--- src/rtl/hsmbox_pkg.sv ---
package hsmbox_pkg;
    localparam int OBF_BIT = 0;
    localparam int IBF_BIT = 1;
    localparam int CD_BIT  = 3;
    localparam int SL_AW   = 2;

    typedef enum logic [1:0] {
        HST_IDLE    = 2'd0,
        HST_RD_HOLD = 2'd1,
        HST_WR_HOLD = 2'd2
    } hst_state_e;

    typedef enum logic [SL_AW-1:0] {
        SL_IDR  = 2'd0,
        SL_ODR  = 2'd1,
        SL_STAT = 2'd2,
        SL_NONE = 2'd3
    } sl_reg_e;
endpackage

--- src/rtl/hsmbox_host_fsm.sv ---
module hsmbox_host_fsm
    import hsmbox_pkg::*;
(
    input  logic clk,
    input  logic rst_n,
    input  logic hit,
    input  logic rd,
    input  logic wr,
    output logic rd_evt,
    output logic wr_evt
);
    hst_state_e state_q, state_d;
    logic rd_act, wr_act;

    assign rd_act = hit && rd;
    assign wr_act = hit && wr;

    always_ff @(posedge clk or negedge rst_n) begin
        if (!rst_n) state_q <= HST_IDLE;
        else        state_q <= state_d;
    end

    always_comb begin
        state_d = state_q;
        unique case (state_q)
            HST_IDLE: begin
                if (wr_act)      state_d = HST_WR_HOLD;
                else if (rd_act) state_d = HST_RD_HOLD;
            end
            HST_RD_HOLD: if (!rd_act) state_d = HST_IDLE;
            HST_WR_HOLD: if (!wr_act) state_d = HST_IDLE;
            default:     state_d = HST_IDLE;
        endcase
    end

    always_comb begin
        rd_evt = 1'b0;
        wr_evt = 1'b0;
        unique case (state_q)
            HST_IDLE: begin
                wr_evt = wr_act;
                rd_evt = rd_act && !wr_act;
            end
            HST_RD_HOLD, HST_WR_HOLD: begin
                rd_evt = 1'b0;
                wr_evt = 1'b0;
            end
            default: begin
                rd_evt = 1'b0;
                wr_evt = 1'b0;
            end
        endcase
    end
endmodule

--- src/rtl/hsmbox_regs.sv ---
module hsmbox_regs
    import hsmbox_pkg::*;
#(
    parameter int              DATA_W    = 8,
    parameter logic [DATA_W-1:0] USER_MASK = 8'hF4
) (
    input  logic              clk,
    input  logic              rst_n,
    input  logic              host_wr_evt,
    input  logic              host_rd_evt,
    input  logic              host_stat_sel,
    input  logic [DATA_W-1:0] host_wdata,
    input  logic              sl_sel,
    input  logic              sl_we,
    input  logic              sl_re,
    input  logic [SL_AW-1:0]  sl_addr,
    input  logic [DATA_W-1:0] sl_wdata,
    output logic [DATA_W-1:0] idr_q,
    output logic [DATA_W-1:0] odr_q,
    output logic [DATA_W-1:0] status
);
    localparam logic [DATA_W-1:0] FLAG_MASK =
        DATA_W'((1 << OBF_BIT) | (1 << IBF_BIT) | (1 << CD_BIT));
    localparam logic [DATA_W-1:0] FREE_MASK = USER_MASK & ~FLAG_MASK;

    logic              obf_q, ibf_q, cd_q;
    logic              obf_d, ibf_d;
    logic [DATA_W-1:0] user_q;
    logic              sl_odr_wr, sl_stat_wr, sl_idr_rd, host_odr_rd;

    assign sl_odr_wr   = sl_sel && sl_we && (sl_addr == SL_ODR);
    assign sl_stat_wr  = sl_sel && sl_we && (sl_addr == SL_STAT);
    assign sl_idr_rd   = sl_sel && sl_re && (sl_addr == SL_IDR);
    assign host_odr_rd = host_rd_evt && !host_stat_sel;

    always_comb begin
        obf_d = obf_q;
        if (sl_odr_wr)                                 obf_d = 1'b1;
        else if (host_odr_rd)                          obf_d = 1'b0;
        else if (sl_stat_wr && !sl_wdata[OBF_BIT])     obf_d = 1'b0;
    end

    always_comb begin
        ibf_d = ibf_q;
        if (host_wr_evt)    ibf_d = 1'b1;
        else if (sl_idr_rd) ibf_d = 1'b0;
    end

    always_ff @(posedge clk or negedge rst_n) begin
        if (!rst_n) begin
            obf_q  <= 1'b0;
            ibf_q  <= 1'b0;
            cd_q   <= 1'b0;
            user_q <= '0;
            idr_q  <= '0;
            odr_q  <= '0;
        end else begin
            obf_q <= obf_d;
            ibf_q <= ibf_d;
            if (host_wr_evt) begin
                idr_q <= host_wdata;
                cd_q  <= host_stat_sel;
            end
            if (sl_odr_wr)  odr_q  <= sl_wdata;
            if (sl_stat_wr) user_q <= sl_wdata & FREE_MASK;
        end
    end

    always_comb begin
        status          = user_q & FREE_MASK;
        status[OBF_BIT] = obf_q;
        status[IBF_BIT] = ibf_q;
        status[CD_BIT]  = cd_q;
    end
endmodule

--- src/rtl/hsmbox_top.sv ---
module hsmbox_top
    import hsmbox_pkg::*;
#(
    parameter int                 DATA_W    = 8,
    parameter int                 HADDR_W   = 4,
    parameter int                 SEL_BIT   = 2,
    parameter logic [HADDR_W-1:0] CHAN_BASE = 4'h2,
    parameter logic [DATA_W-1:0]  USER_MASK = 8'hF4
) (
    input  logic               clk,
    input  logic               rst_n,
    input  logic               host_cs,
    input  logic               host_rd,
    input  logic               host_wr,
    input  logic [HADDR_W-1:0] host_addr,
    input  logic [DATA_W-1:0]  host_wdata,
    output logic [DATA_W-1:0]  host_rdata,
    input  logic               sl_sel,
    input  logic               sl_we,
    input  logic               sl_re,
    input  logic [1:0]         sl_addr,
    input  logic [DATA_W-1:0]  sl_wdata,
    output logic [DATA_W-1:0]  sl_rdata
);
    localparam logic [HADDR_W-1:0] SEL_MASK = HADDR_W'(1) << SEL_BIT;

    logic              host_hit, host_rd_evt, host_wr_evt, host_stat_sel;
    logic [DATA_W-1:0] idr_w, odr_w, status_w;

    assign host_hit      = host_cs && ((host_addr & ~SEL_MASK) == (CHAN_BASE & ~SEL_MASK));
    assign host_stat_sel = host_addr[SEL_BIT];

    hsmbox_host_fsm u_fsm (
        .clk    (clk),
        .rst_n  (rst_n),
        .hit    (host_hit),
        .rd     (host_rd),
        .wr     (host_wr),
        .rd_evt (host_rd_evt),
        .wr_evt (host_wr_evt)
    );

    hsmbox_regs #(
        .DATA_W    (DATA_W),
        .USER_MASK (USER_MASK)
    ) u_regs (
        .clk           (clk),
        .rst_n         (rst_n),
        .host_wr_evt   (host_wr_evt),
        .host_rd_evt   (host_rd_evt),
        .host_stat_sel (host_stat_sel),
        .host_wdata    (host_wdata),
        .sl_sel        (sl_sel),
        .sl_we         (sl_we),
        .sl_re         (sl_re),
        .sl_addr       (sl_addr),
        .sl_wdata      (sl_wdata),
        .idr_q         (idr_w),
        .odr_q         (odr_w),
        .status        (status_w)
    );

    always_comb begin
        if (!host_hit)          host_rdata = '0;
        else if (host_stat_sel) host_rdata = status_w;
        else                    host_rdata = odr_w;
    end

    always_comb begin
        unique case (sl_reg_e'(sl_addr))
            SL_IDR:  sl_rdata = idr_w;
            SL_ODR:  sl_rdata = odr_w;
            SL_STAT: sl_rdata = status_w;
            default: sl_rdata = '0;
        endcase
    end
endmodule

--- config.mk ---
export PLATFORM = sky130hd
export DESIGN_NAME = hsmbox_top
export DESIGN_NICKNAME = d
export VERILOG_FILES = /design/src/rtl/hsmbox_pkg.sv /design/src/rtl/hsmbox_host_fsm.sv /design/src/rtl/hsmbox_regs.sv /design/src/rtl/hsmbox_top.sv
export SDC_FILE = /design/constraint.sdc
export NUM_CORES = 1
export LEC_CHECK = 0
export CORE_UTILIZATION = 30
export DETAILED_ROUTE_END_ITERATION = 12
export PLACE_DENSITY_LB_ADDON = 0.15
export REMOVE_ABC_BUFFERS = 1
export SYNTH_ARGS = -nofsm -noshare
export SYNTH_HDL_FRONTEND = slang
export SYNTH_HIERARCHICAL = 1
export SYNTH_SLANG_ARGS = --single-unit
--- constraint.sdc ---
create_clock -name clk -period 4.3 [get_ports clk]
set_input_delay 0.43 -clock clk [delete_from_list [all_inputs] [get_ports clk]]
set_output_delay 0.43 -clock clk [all_outputs]
set_load 0.05 [all_outputs]
==> qor.csv, run 1 <==
stage,metric,value,unit
status,status,finished with violations,
status,violations,DRC,
route,drtIter0Drc,29,
global_routing,grt.total_usage,12.9,%
clocking,clk_latency,0.26,ns
worst_setup_path,required,3.87,ns
min_path,hold_depth,1,
clocking,cts_tree,done,
worst_setup_path,cp_slowest_cell,clkdlybuf4s50_1,
route,vias_per_cell,4.90,
timing,relSlewSlack,50.8,%
global_routing,grt_overflow,0,
pwr,peakVddDrop,197,uV
min_path,whs_endpoint,u_regs/idr_q[3]$_DFFE_PN0P_,
die,die_w,70.5,um
clocking,cts_resized,0,
timing,finalClockSkew,0.00298,ns
clocking,cts-root-buf,clkbuf_8,
worst_setup_path,cp_num_cells,4,
die,fp-row-count,24,
route,final_antenna_net_count,0,
layout,finish.utilization,43.5,%
worst_setup_path,rr_endpoint,u_regs/idr_q[5]$_DFFE_PN0P_,
place,gp_congestion,0.695,
die,initial_utilization,31.7,%
worst_setup_path,r2r_start,u_fsm/state_q[0]$_DFFE_PN0P_,
clocking,cts_made_buffers,3,
synth,yosysUniqueCellTypes,21,
worst_setup_path,rrSetupSlack,2.75,ns
route,drc_errors,6,
min_path,worstHoldStart,u_regs/idr_q[3]$_DFFE_PN0P_,
worst_setup_path,end_kind,output pin,
die,dieArea,4970,um^2
route,avgRoutedWirePerCell,16.3,um
worst_setup_path,startpoint_type,input pin,
place,numPortBuffers,45,
synth,seq_area_frac_synth,46.2,%
layout,area_growth,37.2,%
synth,ys_warn_count,6,
route,dr.pass1.iters,8,
clocking,clkSinkCount,26,
synth,avgSynthCellArea,13.4,um^2
worst_setup_path,reg2regPathDepth,3,
job,max_cap_viol_count,0,
die,io-pin-count,46,
global_routing,grt_max_degree,27,
pwr,total_power,0.717,mW
clocking,cts_hold_buffers,0,
timing,final-setup-viol-count,0,
clocking,clockBufferDepth,2,
global_routing,antenna_found_initial,0,
worst_setup_path,arrival,2.65,ns
place,dpl_worst_slack,1.20,ns
route,drt-total-wl,3230,um
timing,final-hold-violation-count,0,
synth,netlist_instances,105,
layout,nFillCells,406,
timing,fmax,324,MHz
die,die_h,70.5,um
global_routing,grt_pass1_vias,1004,
die,coreArea,4440,um^2
global_routing,grt_pass1_wl,5000,um
synth,syn_area,1410,um^2
route,vias,971,
layout,nets,177,
timing,post-route-min-period,3.08,ns
clocking,cts_setup_buffers,0,
worst_setup_path,crit_buf_inv,2,
place,place_hpwl,2210,um
worst_setup_path,critPathMostFrequentCell,clkdlybuf4s50_1,
timing,rsz0062_at_grt,false,
layout,final_layout_size_suffix_gt1_share,22.6,%
worst_setup_path,crit_chain,"clkdlybuf4s50_1, nor2b_4, o2bb2ai_1, clkdlybuf4s50_1",
synth,ys_ff_latch,26,
clocking,path_clk_slew,0.09,ns
timing,final_max_slew_viol_count,0,
layout,insertedDiodeCount,0,
timing,fin_tns_setup,0,ns
timing,worstMarginPinSlew,0.735,ns
worst_setup_path,crit_fanout,12,
min_path,hold_class,reg -> reg,
pwr,power_density,371,nW/um^2
worst_setup_path,criticalPathCategory,in -> out,
timing,whs,0.525,ns
timing,timing.final.crit_share,71.7,%
worst_setup_path,cpPeakStageDelay,0.85,ns
pwr,cellLeakagePower,0.821,nW
worst_setup_path,cp_top_family,buffers and inverters,
clocking,h-tree-depth,1,
timing,worst_slack,1.22,ns
per-layer routing:
| metal | share of wire, % | GRT usage (%) | routed length (um) | vias to the layer above |
|---|---|---|---|---|
| li1 | - | - | - | 463 |
| met4 | 0.59 | 2.89 | 19 | 0 |
| met1 | 47 | 18.0 | 1530 | 479 |
| met3 | 5.1 | 2.71 | 165 | 2 |
| met5 | 0 | 0 | 0 | - |
| met2 | 47 | 20.8 | 1520 | 27 |
how the worst max path moves through the flow:
stage | startpoint | end
floorplan | host_addr[3] | host_rdata[0]
global placement | sl_addr[1] | sl_rdata[0]
detailed placement | sl_addr[1] | sl_rdata[6]
CTS | sl_addr[1] | sl_rdata[6]
global route | sl_addr[1] | sl_rdata[4]
finish | sl_addr[1] | sl_rdata[4]
area by class of cell:
type / instances / area, um^2 / share of cell area (%)
flip-flops and latches: 26 / 651 / 33.7
clock buffers: 4 / 55.1 / 2.85
inverters: 2 / 7.51 / 0.388
repair buffers: 46 / 478 / 24.7
multi-input cells: 68 / 677 / 35.0
well taps: 52 / 65.1 / 3.37
cell usage in the layout (no fill, tap or decap):
cell and instances:
clkdlybuf4s50_1 45, dfrtp_1 26, mux2_2 22, mux2i_1 16, o2bb2ai_1 8, nor2_1 8, clkbuf_8 4, nor2b_4 2
nand4bb_1 2, inv_1 2, buf_16 1, and3b_1 1, nand2b_4 1, nor4b_4 1, nor2b_1 1, nor3b_1 1
nand4b_2 1, nand4b_4 1, o221ai_1 1, nand2_1 1, a21o_1 1
registers in the layout, indices dropped and copies added (netlist names):
register / count
u_regs/user_q: 5
u_regs/odr_q: 8
u_regs/cd_q: 1
u_fsm/state_q: 2
u_regs/obf_q: 1
u_regs/idr_q: 8
u_regs/ibf_q: 1
cells in the mapped netlist:
cell type | number | share of area (%)
inv_1 | 2 | 0.53
nand2_1 | 1 | 0.27
mux2i_1 | 16 | 11
a21o_1 | 1 | 0.53
nor2b_1 | 1 | 0.44
buf_4 | 4 | 2.1
nor2_1 | 8 | 2.1
buf_6 | 3 | 2.4
dfrtp_1 | 26 | 46
o221ai_1 | 1 | 0.62
buf_2 | 2 | 0.71
nor3b_1 | 1 | 0.53
mux2_2 | 22 | 18
nor2b_4 | 2 | 2.0
nand4bb_1 | 2 | 1.6
nand2b_4 | 1 | 0.98
o2bb2ai_1 | 8 | 5.0
nand4b_4 | 1 | 1.7
and3b_1 | 1 | 0.62
nor4b_4 | 1 | 1.7
nand4b_2 | 1 | 1.1
power by group:
part	leakage (nW)	switching (mW)	internal, mW	total [mW]
Combinational	0.474	0.114	0.115	0.229
Sequential	0.318	0.0337	0.296	0.329
Clock	0.0288	0.0760	0.0817	0.158
logic make-up after synthesis:
group           share of synthesized area (%)
mux                                      29.0
flops                                    46.2
simple gates                             13.0
buf+inv                                  5.77
compound gates                           6.13
metrics by stage:
step | std cells | instance area, um^2
after floorplan | 96 | 1340
after global placement | 193 | 1850
after detailed placement | 193 | 1850
after CTS | 197 | 1910
after global routing | 198 | 1930
final | 198 | 1930
No activity file was read; power rests on OpenSTA's default activity.
==> inputs of run 2 (changes only) <==
- clock period: 4.3 -> 3.2 ns (I/O delays scaled with it)
==> run 2 against run 1 <==
  * The run still ends with DRC left
  * Count of clock-buffer cells in the layout unchanged
  * Via count increased by 1.3%
  * Global-route usage increased by 1.6 points
  * First-iteration DRC count decreased by 38%
  * Worst setup slack got worse by 0.61 ns
  * Routed wire length increased by 3.6%
  * Cell count increased by 1.5%
==> qor.csv, run 2 (synthesis results as in run 1) <==
stage,metric,value,unit,change
global_routing,grt_pass1_vias,1085,,was 1004
worst_setup_path,arrival,2.27,ns,was 2.65 ns
die,initial_utilization,31.7,%,unchanged
timing,worstMarginPinSlew,0.607,ns,was 0.735 ns
layout,finish.utilization,43.2,%,was 43.5%
place,gp_congestion,0.729,,was 0.695
clocking,clockBufferDepth,2,,unchanged
layout,layout_commonest_cell,clkdlybuf4s50_1,,unchanged
pwr,peakVddDrop,262,uV,was 197 uV
worst_setup_path,end_kind,output pin,,unchanged
layout,insertedDiodeCount,0,,unchanged
job,max_cap_viol_count,0,,unchanged
global_routing,grt_pass1_wl,5520,um,was 5000 um
worst_setup_path,cp_slowest_cell,clkdlybuf4s50_1,,unchanged
min_path,hold_class,in -> async,,was reg -> reg
route,drt-total-wl,3350,um,was 3230 um
clocking,cts_tree,done,,unchanged
place,place_hpwl,2400,um,was 2210 um
worst_setup_path,crit_chain,"clkdlybuf4s50_1, mux2i_1, nor2_1, clkdlybuf4s50_1",,"was clkdlybuf4s50_1, nor2b_4, o2bb2ai_1, clkdlybuf4s50_1"
layout,area_growth,36.1,%,was 37.2%
worst_setup_path,cpPeakStageDelay,0.86,ns,was 0.85 ns
place,numPortBuffers,45,,unchanged
worst_setup_path,critPathMostFrequentCell,clkdlybuf4s50_1,,unchanged
die,die_w,70.5,um,unchanged
clocking,clk_latency,0.27,ns,was 0.26 ns
worst_setup_path,criticalPathCategory,in -> out,,unchanged
global_routing,grt.total_usage,14.5,%,was 12.9%
clocking,cts_setup_buffers,0,,unchanged
pwr,cellLeakagePower,0.837,nW,was 0.821 nW
clocking,cts_made_buffers,3,,unchanged
pwr,power_density,502,nW/um^2,was 371 nW/um^2
route,avgRoutedWirePerCell,16.7,um,was 16.3 um
timing,final-setup-viol-count,0,,unchanged
worst_setup_path,crit_fanout,10,,was 12
layout,final_layout_size_suffix_gt1_share,28.9,%,was 22.6%
worst_setup_path,cp_top_family,buffers and inverters,,unchanged
layout,nets,180,,was 177
global_routing,antenna_found_initial,0,,unchanged
route,drtIter0Drc,18,,was 29
layout,final_area,1920,um^2,was 1930 um^2
die,fp-row-count,24,,unchanged
layout,final_cell_mix,"38 x clkdlybuf4s50_1, 26 x dfrtp_1, 22 x mux2_2",,"was 45 x clkdlybuf4s50_1, 26 x dfrtp_1, 22 x mux2_2"
clocking,cts_resized,0,,unchanged
timing,post-route-min-period,2.59,ns,
global_routing,grt_max_degree,27,,unchanged
route,vias_per_cell,4.90,,about the same
route,final_antenna_net_count,0,,unchanged
worst_setup_path,crit_buf_inv,2,,unchanged
timing,rsz0062_at_grt,false,,unchanged
worst_setup_path,startpoint_type,input pin,,unchanged
place,placed_cell_area,1860,um^2,was 1850 um^2
layout,top_regs,"u_regs/idr_q x8, u_regs/odr_q x8, u_regs/user_q x5",,unchanged
route,vias,984,,was 971
worst_setup_path,cp_num_cells,4,,unchanged
status,status,finished with violations,,unchanged
timing,final-hold-violation-count,0,,unchanged
clocking,path_clk_slew,0.09,ns,about the same
route,dr.pass1.iters,8,,unchanged
clocking,clkSinkCount,26,,unchanged
global_routing,grt_overflow,0,,unchanged
timing,finalClockSkew,0.00389,ns,was 0.00298 ns
route,drc_errors,6,,unchanged
die,dieArea,4970,um^2,unchanged
clocking,cts-root-buf,clkbuf_8,,unchanged
timing,relSlewSlack,59.4,%,was 50.8%
timing,final_max_slew_viol_count,0,,unchanged
clocking,cts_hold_buffers,0,,unchanged
worst_setup_path,reg2regPathDepth,3,,unchanged
die,coreArea,4440,um^2,unchanged
timing,fin_tns_setup,0,ns,unchanged
die,io-pin-count,46,,unchanged
timing,fmax,386,MHz,
worst_setup_path,required,2.88,ns,was 3.87 ns
timing,timing.final.crit_share,81.0,%,
status,violations,DRC,,unchanged
clocking,h-tree-depth,1,,unchanged
die,die_h,70.5,um,unchanged
[run 2: path summary, 6_finish.rpt]
path                                               from                          end  slack (ns)
setup reg to reg           u_fsm/state_q[0]$_DFFE_PN0P_      u_regs/cd_q$_DFFE_PN0P_        1.68
max in group asynchronous                         rst_n  u_regs/odr_q[4]$_DFFE_PN0P_        2.53
hold / removal                                    rst_n  u_regs/odr_q[5]$_DFFE_PN0P_        0.40
hold reg to reg             u_regs/idr_q[5]$_DFFE_PN0P_  u_regs/idr_q[5]$_DFFE_PN0P_        0.52
min in group clk            u_regs/idr_q[5]$_DFFE_PN0P_  u_regs/idr_q[5]$_DFFE_PN0P_        0.52
setup / recovery                           host_addr[2]                host_rdata[5]        0.61
[run 2: cell type report]
class                           count  area (um^2)
Clock buffer                        4         55.1
Timing Repair Buffer               49          463
Sequential cell                    26          651
Tap cell                           52         65.1
Fill cell                         408         2530
Inverter                            2         7.51
Multi-Input combinational cell     68          677
[run 2: worst reg2reg max path: stages, from the launching register on]
cell and delay [ns]:
dfrtp_1 0.42, and3b_1 0.25, nor2b_4 0.36, mux2_2 0.39
[run 2: stage by stage]
step	hold WS (ns)	std cells	setup WS (ns)	power, mW
2_1_floorplan	0.0244	96	1.49	0.631
3_3_place_gp	0.487	197	0.606	0.747
3_5_place_dp	0.503	197	0.603	0.757
4_1_cts	0.412	201	0.601	0.974
5_1_grt	0.429	201	0.505	1.02
6_report	0.405	201	0.607	0.962
[run 2: power by group]
part           total, mW  leakage [nW]  switching, mW  internal (mW)
Clock              0.213        0.0288          0.103          0.110
Combinational      0.304         0.490          0.155          0.149
Sequential         0.445         0.318         0.0474          0.397
[run 2: per-layer routing]
layer,vias to the layer above,GRT usage [%],share of wire [%]
met4,0,4.67,1.0
met3,4,2.56,4.1
met2,27,25.6,49
met1,487,18.2,46
li1,466,-,-
met5,-,0,0
==> inputs of run 3 (changes only) <==
- clock period: 3.2 -> 2.71 ns (I/O delays scaled with it)
==> run 3 against run 2 <==
  * The flow still finishes with violations (DRC)
  * Register-to-register slack got worse by 0.49 ns
  * Sequential power increased by 18%
  * Total power increased by 32%
  * First-iteration DRC count increased by 17%
  * Combinational power increased by 38%
  * Hold slack got worse by 0.043 ns
  * Utilization increased by 2.1 points
  * Cell count unchanged
  * Count of clock-buffer cells in the layout decreased by 1
  * Sequential cell count unchanged
  * Largest cell class unchanged
  * Highest routed layer unchanged
==> qor.csv, run 3 (synthesis results as in run 1) <==
stage,metric,value,unit,change
layout,insertedDiodeCount,0,,unchanged
layout,final_layout_size_suffix_gt1_share,34.9,%,was 28.9%
global_routing,grt_pass1_vias,1101,,was 1085
pwr,p_seq_share,41.4,%,was 46.2%
timing,final-setup-viol-count,0,,unchanged
clocking,cts_made_buffers,3,,unchanged
route,drc_errors,6,,unchanged
global_routing,antenna_found_initial,0,,unchanged
worst_setup_path,rr_endpoint,u_regs/cd_q$_DFFE_PN0P_,,unchanged
clocking,cts_tree,done,,unchanged
pwr,peakVddDrop,307,uV,was 262 uV
timing,relSlewSlack,58.0,%,was 59.4%
route,avgRoutedWirePerCell,17.3,um,was 16.7 um
place,dp_cells,197,,unchanged
worst_setup_path,cpPeakStageDelay,0.75,ns,was 0.86 ns
layout,layout_commonest_cell,clkdlybuf4s50_1,,unchanged
clocking,cts_hold_buffers,0,,unchanged
clocking,cts_setup_buffers,0,,unchanged
status,violations,DRC,,unchanged
job,max_cap_viol_count,0,,unchanged
global_routing,grt_max_degree,27,,unchanged
worst_setup_path,cp_slowest_cell,clkdlybuf4s50_1,,unchanged
pwr,cellLeakagePower,0.891,nW,was 0.837 nW
layout,final_cell_mix,"29 x clkdlybuf4s50_1, 26 x dfrtp_1, 22 x mux2_2",,"was 38 x clkdlybuf4s50_1, 26 x dfrtp_1, 22 x mux2_2"
worst_setup_path,r2r_start,u_fsm/state_q[0]$_DFFE_PN0P_,,unchanged
die,die_w,70.5,um,unchanged
place,placed_cell_area,1940,um^2,was 1860 um^2
clocking,clockBufferDepth,2,,unchanged
layout,nFillCells,408,,unchanged
status,status,finished with violations,,unchanged
global_routing,grt_pass1_wl,5710,um,was 5520 um
layout,nets,180,,unchanged
layout,top_regs,"u_regs/idr_q x8, u_regs/odr_q x8, u_regs/user_q x5",,unchanged
worst_setup_path,reg2regPathDepth,3,,unchanged
timing,fin_tns_setup,0,ns,unchanged
clocking,h-tree-depth,1,,unchanged
layout,fin_cells,201,,unchanged
clocking,cts-root-buf,clkbuf_8,,unchanged
die,initial_utilization,31.7,%,unchanged
place,numPortBuffers,45,,unchanged
worst_setup_path,criticalPathCategory,in -> out,,unchanged
die,coreArea,4440,um^2,unchanged
layout,area_growth,42.8,%,was 36.1%
global_routing,grt_overflow,0,,unchanged
worst_setup_path,arrival,1.82,ns,was 2.27 ns
timing,post-route-min-period,2.09,ns,
global_routing,grt.total_usage,15.1,%,was 14.5%
timing,finalClockSkew,0.000763,ns,was 0.00389 ns
pwr,p_sw,0.377,mW,was 0.306 mW
timing,whs,0.362,ns,was 0.405 ns
min_path,hold_class,in -> async,,unchanged
pwr,clockPowerShare,25.5,%,was 22.2%
route,vias,980,,was 984
clocking,clk_latency,0.27,ns,about the same
pwr,comb_power_share,33.1,%,was 31.6%
die,io-pin-count,46,,unchanged
layout,final_area,2010,um^2,was 1920 um^2
route,drt-total-wl,3480,um,was 3350 um
route,dr.pass1.iters,8,,unchanged
place,place_hpwl,2470,um,was 2400 um
die,fp-row-count,24,,unchanged
timing,timing.final.crit_share,77.0,%,
route,vias_per_cell,4.88,,was 4.90
route,final_antenna_net_count,0,,unchanged
timing,final_max_slew_viol_count,0,,unchanged
worst_setup_path,rrSetupSlack,1.19,ns,was 1.68 ns
pwr,p_int,0.893,mW,was 0.656 mW
clocking,path_clk_slew,0.09,ns,about the same
worst_setup_path,crit_chain,"clkdlybuf4s50_1, buf_4, mux2i_1, o2bb2ai_1, buf_12",,"was clkdlybuf4s50_1, mux2i_1, nor2_1, clkdlybuf4s50_1"
worst_setup_path,crit_fanout,8,,was 10
pwr,power_density,631,nW/um^2,was 502 nW/um^2
clocking,clkSinkCount,26,,unchanged
worst_setup_path,startpoint_type,input pin,,unchanged
die,die_h,70.5,um,unchanged
timing,final-hold-violation-count,0,,unchanged
pwr,switching_share,29.7,%,was 31.8%
timing,fmax,479,MHz,
route,drtIter0Drc,21,,was 18
timing,rsz0062_at_grt,false,,unchanged
worst_setup_path,end_kind,output pin,,unchanged
layout,finish.utilization,45.3,%,was 43.2%
die,dieArea,4970,um^2,unchanged
timing,worstMarginPinSlew,0.628,ns,was 0.607 ns
clocking,cts_resized,0,,unchanged
place,gp_congestion,0.736,,was 0.729
worst_setup_path,required,2.44,ns,was 2.88 ns
-- run 3: cell count changes in the layout (fill, tap and decap cells not counted), sizes merged --
cell,previous run,this run
buf,11,20
bufinv,0,1
clkdlybuf4s50,38,29
clkbuf,4,3
-- run 3: how the worst max path moves through the flow --
| stage | end | slack (ns) | from |
|---|---|---|---|
| final | sl_rdata[7] | 0.62 | sl_addr[1] |
| after detailed placement | u_regs/idr_q[3]$_DFFE_PN0P_ | 0.61 | host_addr[3] |
| after CTS | sl_rdata[7] | 0.61 | sl_addr[1] |
| after floorplan | u_regs/cd_q$_DFFE_PN0P_ | 1.07 | host_addr[3] |
| after global routing | sl_rdata[7] | 0.51 | sl_addr[1] |
| after global placement | sl_rdata[6] | 0.65 | sl_addr[1] |
-- run 3: per-stage QoR --
step / power, mW / setup slack [ns]
final: 1.27 / 0.623
after global routing: 1.34 / 0.511
after CTS: 1.29 / 0.611
after detailed placement: 0.956 / 0.615
after global placement: 0.945 / 0.652
after floorplan: 0.745 / 1.07
-- run 3: critical path: cells and delay by family --
family                 cells  cell delay [ns]
buffers and inverters      3             1.19
multiplexers               1             0.09
AO/OA/AOI/OAI              1             0.27
-- run 3: routing by layer --
layer | wire length, um | global-route usage [%] | vias up
met5 | 0 | 0 | -
met4 | 19 | 4.00 | 0
met3 | 198 | 3.56 | 2
met2 | 1700 | 27.2 | 25
met1 | 1560 | 18.3 | 489
li1 | - | - | 464
-- run 3: power groups by stage --
| stage | Combinational, mW | Clock, mW | Sequential [mW] |
|---|---|---|---|
| floorplan | 0.231 | 0 | 0.514 |
| global placement | 0.414 | 0 | 0.531 |
| detailed placement | 0.422 | 0 | 0.534 |
| CTS | 0.424 | 0.336 | 0.527 |
| global route | 0.446 | 0.355 | 0.539 |
| finish | 0.420 | 0.324 | 0.526 |
-- run 3: final cells by class --
cell class                 instances  area, um^2  area share (%)
sequential                        26         651            32.3
tap                               52        65.1            3.23
inverter                           2        7.51           0.373
multi-input combinational         68         677            33.6
timing repair buffer              49         541            26.9
clock buffer                       3        41.3            2.05
clock inverter                     1        30.0            1.49
